<file path="src/rtl/codec_cfg_i2c.sv">
module codec_cfg_i2c #(
  parameter int DIV = 8,
  parameter int ENTRIES = 19,
  parameter logic [6:0] DEV_ADDR = 7'h1A,
  parameter logic [ENTRIES*16-1:0] CFG_TABLE = {
    16'h1E00, 16'h1201, 16'h1002, 16'h0E42, 16'h0C00, 16'h0A06, 16'h0812,
    16'h0797, 16'h0597, 16'h0379, 16'h0179, 16'h1A00, 16'h1C00, 16'h2000,
    16'h2200, 16'h2400, 16'h2600, 16'h2800, 16'h1E00}
) (
  input  logic clk,
  input  logic rst_n,
  input  logic start,
  input  logic sda_i,
  output logic scl_o,
  output logic sda_oe,
  output logic busy,
  output logic done,
  output logic error
);
  localparam int CW = (DIV > 2) ? $clog2(DIV) : 1;
  localparam int IW = $clog2(ENTRIES);
  localparam logic [CW-1:0] QLAST = CW'(DIV - 1);
  localparam logic [IW-1:0] ILAST = IW'(ENTRIES - 1);
  localparam logic [4:0] STOP_SLOT = 5'd28;

  logic          run, boot;
  logic [CW-1:0] qcnt;
  logic [1:0]    q;
  logic [4:0]    slot, bpos;
  logic [IW-1:0] idx;
  logic [15:0]   word;
  logic [7:0]    cur_byte;
  logic          tick, ack_slot, bitval;

  assign busy     = run;
  assign tick     = run && (qcnt == QLAST);
  assign ack_slot = (slot == 5'd9) || (slot == 5'd18) || (slot == 5'd27);
  assign word     = CFG_TABLE[int'(idx)*16 +: 16];

  always_comb begin
    if (slot <= 5'd9) begin
      cur_byte = {DEV_ADDR, 1'b0};
      bpos     = slot - 5'd1;
    end else if (slot <= 5'd18) begin
      cur_byte = word[15:8];
      bpos     = slot - 5'd10;
    end else begin
      cur_byte = word[7:0];
      bpos     = slot - 5'd19;
    end
    bitval = cur_byte[3'(5'd7 - bpos)];
  end

  always_comb begin
    if (!run) begin
      scl_o  = 1'b1;
      sda_oe = 1'b0;
    end else if (slot == 5'd0) begin
      scl_o  = (q != 2'd3);
      sda_oe = (q >= 2'd2);
    end else if (slot == STOP_SLOT) begin
      scl_o  = (q != 2'd0);
      sda_oe = (q != 2'd3);
    end else begin
      scl_o  = (q == 2'd1) || (q == 2'd2);
      sda_oe = !ack_slot && !bitval;
    end
  end

  always_ff @(posedge clk) begin
    if (!rst_n) begin
      run   <= 1'b0;
      boot  <= 1'b1;
      qcnt  <= '0;
      q     <= 2'd0;
      slot  <= 5'd0;
      idx   <= '0;
      done  <= 1'b0;
      error <= 1'b0;
    end else if (!run) begin
      if (start || boot) begin
        run   <= 1'b1;
        boot  <= 1'b0;
        qcnt  <= '0;
        q     <= 2'd0;
        slot  <= 5'd0;
        idx   <= '0;
        done  <= 1'b0;
        error <= 1'b0;
      end
    end else begin
      qcnt <= tick ? '0 : qcnt + 1'b1;
      if (tick) begin
        q <= q + 2'd1;
        if (q == 2'd2 && ack_slot && sda_i) error <= 1'b1;
        if (q == 2'd3) begin
          if (slot == STOP_SLOT) begin
            slot <= 5'd0;
            if (error || idx == ILAST) begin
              run  <= 1'b0;
              done <= !error;
            end else begin
              idx <= idx + 1'b1;
            end
          end else if (ack_slot && error) begin
            slot <= STOP_SLOT;
          end else begin
            slot <= slot + 5'd1;
          end
        end
      end
    end
  end


  idle_bus_chk: assert property (@(posedge clk) disable iff (!rst_n)
    !busy |-> (scl_o && !sda_oe));


  sda_change_chk: assert property (@(posedge clk) disable iff (!rst_n)
    (scl_o && $past(scl_o) && (sda_oe != $past(sda_oe))) |-> (slot == 5'd0 || slot == STOP_SLOT));


  quarter_cnt_chk: assert property (@(posedge clk) disable iff (!rst_n)
    run |-> (qcnt <= QLAST));


  ack_release_chk: assert property (@(posedge clk) disable iff (!rst_n)
    ($rose(scl_o) && ack_slot) |-> !sda_oe);


  error_no_done_chk: assert property (@(posedge clk) disable iff (!rst_n)
    error |-> !done);


  error_stops_chk: assert property (@(posedge clk) disable iff (!rst_n)
    (!run && error) |=> (!run || $past(start)));


  done_last_chk: assert property (@(posedge clk) disable iff (!rst_n)
    $rose(done) |-> (idx == ILAST && !busy));
endmodule

</file>
<file path="config.mk">
export PLATFORM = sky130hd
export DESIGN_NAME = codec_cfg_i2c
export DESIGN_NICKNAME = d
export VERILOG_FILES = /design/src/rtl/codec_cfg_i2c.sv
export SDC_FILE = /design/constraint.sdc
export NUM_CORES = 1
export LEC_CHECK = 0
export BUFFER_PORTS_ARGS = -buffer_cell sky130_fd_sc_hd__buf_2
export CORE_MARGIN = 2
export CORE_UTILIZATION = 40
export CTS_CLUSTER_DIAMETER = 60
export DETAILED_ROUTE_END_ITERATION = 10
export PLACE_DENSITY = 0.63
export SLEW_MARGIN = 10
export SYNTH_ARGS = -nofsm -noshare
export SYNTH_HDL_FRONTEND = slang
export SYNTH_SLANG_ARGS = --single-unit
</file>
<file path="constraint.sdc">
create_clock -name clk -period 2.42 [get_ports clk]
set_input_delay 0.484 -clock clk [delete_from_list [all_inputs] [get_ports clk]]
set_output_delay 0.484 -clock clk [all_outputs]
set_load 0.01 [all_outputs]
</file>
======== Word level (Yosys, flattened, before mapping) ========
Cells that the tools add are included.
cells by class
  bitwise operators ....................... 1
  magnitude comparators ................... 4
  eq/ne operators ......................... 16
  reductions and logical operators ........ 22
  multiplexer cells ....................... 44
  $add $sub $neg .......................... 8
  shifts and indexed selects .............. 1
operators by type and width
  kind                                                             number
  variable part select 304 x 10 -> 16 bit (first input constant)   1
  2-to-1 mux 5 bit                                                 11
  2-to-1 mux 1 bit                                                 22
  == test 5 bit (second input constant)                            4
  2-to-1 mux 8 bit                                                 2
  2-to-1 mux 3 bit                                                 5
  adder 5 x 1 -> 5 bit (second input constant)                     2
  != test 2 x 1 -> 1 bit (second input constant)                   5
  AND reduction 5 bit                                              2
  2-to-1 mux 2 bit                                                 3
  AND reduction 3 bit                                              2
  subtractor 3 x 2 -> 3 bit (second input constant)                2
  == test 5 x 4 -> 1 bit (second input constant)                   1
  less-or-equal comparator 5 x 4 -> 1 bit (second input constant)  1
  less-or-equal comparator 5 bit (second input constant)           1
  logical AND 1 bit                                                5
  logical NOT 5 bit                                                1
  logical OR 1 bit                                                 5
  == test 2 bit (second input constant)                            2
  less-than comparator 3 x 4 -> 1 bit (second input constant)      1
  != test 2 bit (second input constant)                            2
  AND reduction 2 bit                                              2
  nonzero test 2 bit                                               2
  adder 3 x 1 -> 3 bit (second input constant)                     1
  other kinds (9)                                                  11
storage, ports and cells
  register bits after elaboration ......... 19
  output and inout bits ................... 5
  bits of input ports ..................... 4

======== Logic depth before layout (Yosys ltp) ========
  depth after elaboration ................. 11
  mapped depth ............................ 10

======== Least setup slack after synthesis ========
OpenSTA, ideal clock, no wires.
  path type ............................... register to output
  start point ............................. reg slot[0]
  end point ............................... out sda_oe
  buffers on the path ..................... 1
  stages on the path, launching flop included .. 11
  arrival ................................. 2.165 ns
  data required time ...................... 1.936 ns
  path slack .............................. -0.229 ns
  cells stage by stage .................... dfxtp_1 buf_2 inv_1 ha_1 nor2b_1 o21ai_0 o21ai_0 a32o_1 o211a_1 a211o_1 o211ai_1
on the way
  word-level cells in the longest chain between the ends .. 11
  elaborated cells on any way between the ends .. 25
  classes of those cells .................. add/sub: 4; order compare: 2; eq/ne: 4; mux: 9; reduce/logical: 6
RTL lines
  what                                                          line  text
  start, declared                                               29    logic [4:0] slot, bpos;
  start signal, assigned                                        108   slot <= slot + 5'd1;
  less-or-equal comparator 5 bit, or another cell as far along  44    end else if (slot <= 5'd18) begin
  2-to-1 mux 3 bit                                              44
  2-to-1 mux 3 bit                                              41    if (slot <= 5'd9) begin
  subtractor 3 bit                                              51    bitval = cur_byte[3'(5'd7 - bpos)];
  binary-select mux 1 bit (select 3 bit)                        51
  2-to-1 mux 1 bit (implied by the code)                        51
  logical NOT 1 bit                                             66    sda_oe = !ack_slot && !bitval;
  logical AND 1 bit                                             66
  2-to-1 mux 1 bit                                              61    end else if (slot == STOP_SLOT) begin
  2-to-1 mux 1 bit *                                            58    end else if (slot == 5'd0) begin
  2-to-1 mux 1 bit *                                            55    if (!run) begin
  end, declared                                                 15    output logic sda_oe,
Every way passes the cells marked *; elsewhere a longest branch is shown, timed or not. The select of a mux whose other input is x is not followed.

======== Final worst setup path ========
  start point ............................. reg slot[1]
  end point ............................... out sda_oe
Same word-level chain as after synthesis.

==> flow_metrics.env <==
export IMPL_status="complete, but fails checks"
export IMPL_violations="negative setup slack"
export IMPL_worst_pin_slew_ns=0.503
export IMPL_core_region_area_sq_mm=0.00438
export IMPL_power_leakage_nw=0.971
export IMPL_rsz0062_at_grt="yes"
export IMPL_totalWireLength_microns=4420
export IMPL_gp_congestion=0.877
export IMPL_hold_path_class="in -> reg"
export IMPL_synth_area_sq_mm=0.00182
export IMPL_antenna_left=0
export IMPL_powerDensity_mw_per_mm2=266
export IMPL_yosysUniqueCellTypes=55
export IMPL_dr_total_vias=1754
export IMPL_nets=295
export IMPL_drtPass1Iterations=4
export IMPL_drt_iter0_markers=74
export IMPL_finalCriticalPeriod_ns=2.74
export IMPL_viasPerCell=5.46
export IMPL_final_cells=321
export IMPL_grt_max_degree=17
export IMPL_rows=24
export IMPL_cp_arrival_ns=2.25
export IMPL_synthToLayoutAreaGrowth_pct=26.4
export IMPL_die_width_microns=71.5
export IMPL_period_share=1.13
export IMPL_tns_ns=-0.316
export IMPL_place_ws_ns=-0.111
export IMPL_clkLatencyLatePin_ns=0.26
export IMPL_clk_path_buf_depth=2
export IMPL_antennaDiodeCount=0
export IMPL_yosys_most_used_dff="dfxtp_1"
export IMPL_holdWs_ns=0.399
export IMPL_ys_seq_area_frac=0.209
export IMPL_grt_pass1_wl_microns=7910
export IMPL_grt_pass1_vias=1729
export IMPL_synth_area_per_cell_sq_um=8.03
export IMPL_dp_cells=315
export IMPL_critPathCaptureType="output pin"
export IMPL_final_hold_violation_count=0
export IMPL_synth_edf_count=0
export IMPL_setup_viol=1
export IMPL_dp_hpwl_microns=3450
export IMPL_ys_warnings_count=0
export IMPL_cts_sinks=19
export IMPL_post_route_drc_count=0
export IMPL_cts_tree="built"
export IMPL_fin_ws_ns=-0.316
export IMPL_power_ir_vdd_worst_uv=281
export IMPL_die_h_microns=71.5
export IMPL_boundaryPins=9
export IMPL_cts_made_buffers=3
export IMPL_io_buffers=8
export IMPL_overflow=0
export IMPL_track_usage=0.188
export IMPL_final_util=0.525
export IMPL_critPathKind="reg -> out"
export IMPL_h_tree_depth=1
export IMPL_grt_antenna_before_repair=0
export IMPL_ys_ff_latch=19
export IMPL_fmax_ghz=0.366
export IMPL_relSlewSlack=0.662
export IMPL_routedWlPerCell_microns=13.8
export IMPL_die_area_sq_mm=0.00511
export IMPL_cts_root_buf="clkbuf_8"
export IMPL_drive_gt1_frac=0.320
export IMPL_ys_async_sr_fraction=0
export IMPL_critPathLaunchType="flop"
export IMPL_start_util=0.416
export IMPL_synth_fp_nets=252
export IMPL_synth_cells=227
export IMPL_worstPathRequired_ns=1.94
export IMPL_drv_slew=0
export IMPL_cap_violations=0
export IMPL_worstPathMaxFanout=5
export IMPL_path_clk_slew_ns=0.08
export IMPL_hold_buffers=0
export IMPL_skew_ns=0.00886
-- metal layers --
layer,global-route usage,vias to the layer above,wire [microns]
li1,-,906,-
met1,0.268,813,2190
met2,0.309,28,2080
met3,0.0211,7,94
met4,0.0377,0,45
met5,0,-,0
-- where the power goes --
group / internal, W / switching (W) / total (W)
combinational: 0.0000268 / 0.0000408 / 0.0000677
clock: 0.000115 / 0.000111 / 0.000226
sequential: 0.000316 / 0.00000343 / 0.000319
total: 0.000457 / 0.000155 / 0.000613
-- registers in the layout (all words and copies together) (netlist names) --
name	cells
busy	1
done	1
slot	5
boot	1
q	2
qcnt	3
error	1
idx	5
-- Yosys cell counts (all sizes together) (4+ instances only) --
| library cell | n | area share |
|---|---|---|
| nand3 | 5 | 0.014 |
| inv | 14 | 0.029 |
| ha | 21 | 0.14 |
| o21ai | 20 | 0.055 |
| mux2i | 4 | 0.022 |
| nor2b | 7 | 0.024 |
| a22oi | 7 | 0.032 |
| a21oi | 15 | 0.043 |
| nand2 | 10 | 0.021 |
| nand2b | 6 | 0.025 |
| a31oi | 4 | 0.017 |
| a211oi | 6 | 0.027 |
| nor3 | 6 | 0.019 |
| nor2 | 33 | 0.068 |
| dfxtp | 19 | 0.21 |
| buf | 7 | 0.030 |
-- cells by family after synthesis --
family,count (synthesis),share of synthesized area
DFF,19,0.209
muxes,6,0.0364
AOI/OAI and AO/OA,74,0.301
xor gates and xnor gates,5,0.0282
and+or+nand+nor,79,0.214
buffers and inverters,23,0.0680
adders and majority gates,21,0.144
-- cells in the final DEF (no fill, tap or decap), drive strengths merged, types with 3 or more instances in the layout --
cell type	synthesis	layout
a22oi	7	7
clkbuf	2	3
a31oi	4	4
a21oi	15	15
buf	7	47
nor2	33	33
xor2	3	3
nand2b	6	6
nor2b	7	7
o22ai	3	3
o21ai	20	20
nor3	6	6
mux2i	4	4
ha	21	21
a211oi	6	6
nor4	3	3
nand2	10	10
inv	14	14
nand3	5	5
dfxtp	19	19
-- repair_timing --
action,in CTS,in global routing
endpoints found under the hold margin,0,0
buffers inserted,2,0
endpoints found under the setup margin,2,2
resized for setup,10,5
pin swaps,3,6
-- final timing paths --
kind / startpoint / to / slack, ns / cells after the start
max: slot[1]$_SDFFE_PN0P_ / sda_oe / -0.32 / 10
min reg2reg: boot$_SDFFE_PN1P_ / boot$_SDFFE_PN1P_ / 0.47 / 2
min: rst_n / boot$_SDFFE_PN1P_ / 0.40 / 2
max reg2reg: qcnt[0]$_SDFFE_PN0P_ / idx[4]$_SDFFE_PN0P_ / 0.43 / 9
-- layout make-up --
cell class / count / area, sq um
clock buffers: 3 / 41.3
well taps: 52 / 65.1
inverters: 14 / 57.6
repair buffers: 47 / 353
multi-input cells: 185 / 1390
flip-flops and latches: 19 / 390
clock inverters: 1 / 5.00
fillers: 450 / 2080
-- worst max-delay path: stages, from the launching register on --
cell and delay [ns]:
dfxtp_4 0.36, inv_4 0.07, ha_4 0.14, or2b_1 0.28, o311a_4 0.17, a221oi_2 0.27
a2bb2oi_2 0.19, nand2_1 0.06, a211o_1 0.23, o211ai_1 0.07, buf_2 0.15
-- per-stage QoR --
stage          cell area [sq um]  power, W
2_1_floorplan               1860  0.000375
3_3_place_gp                2180  0.000395
3_5_place_dp                2180  0.000396
4_1_cts                     2280  0.000619
5_1_grt                     2300  0.000645
6_report                    2300  0.000613
(Power assumes the default switching activity.)
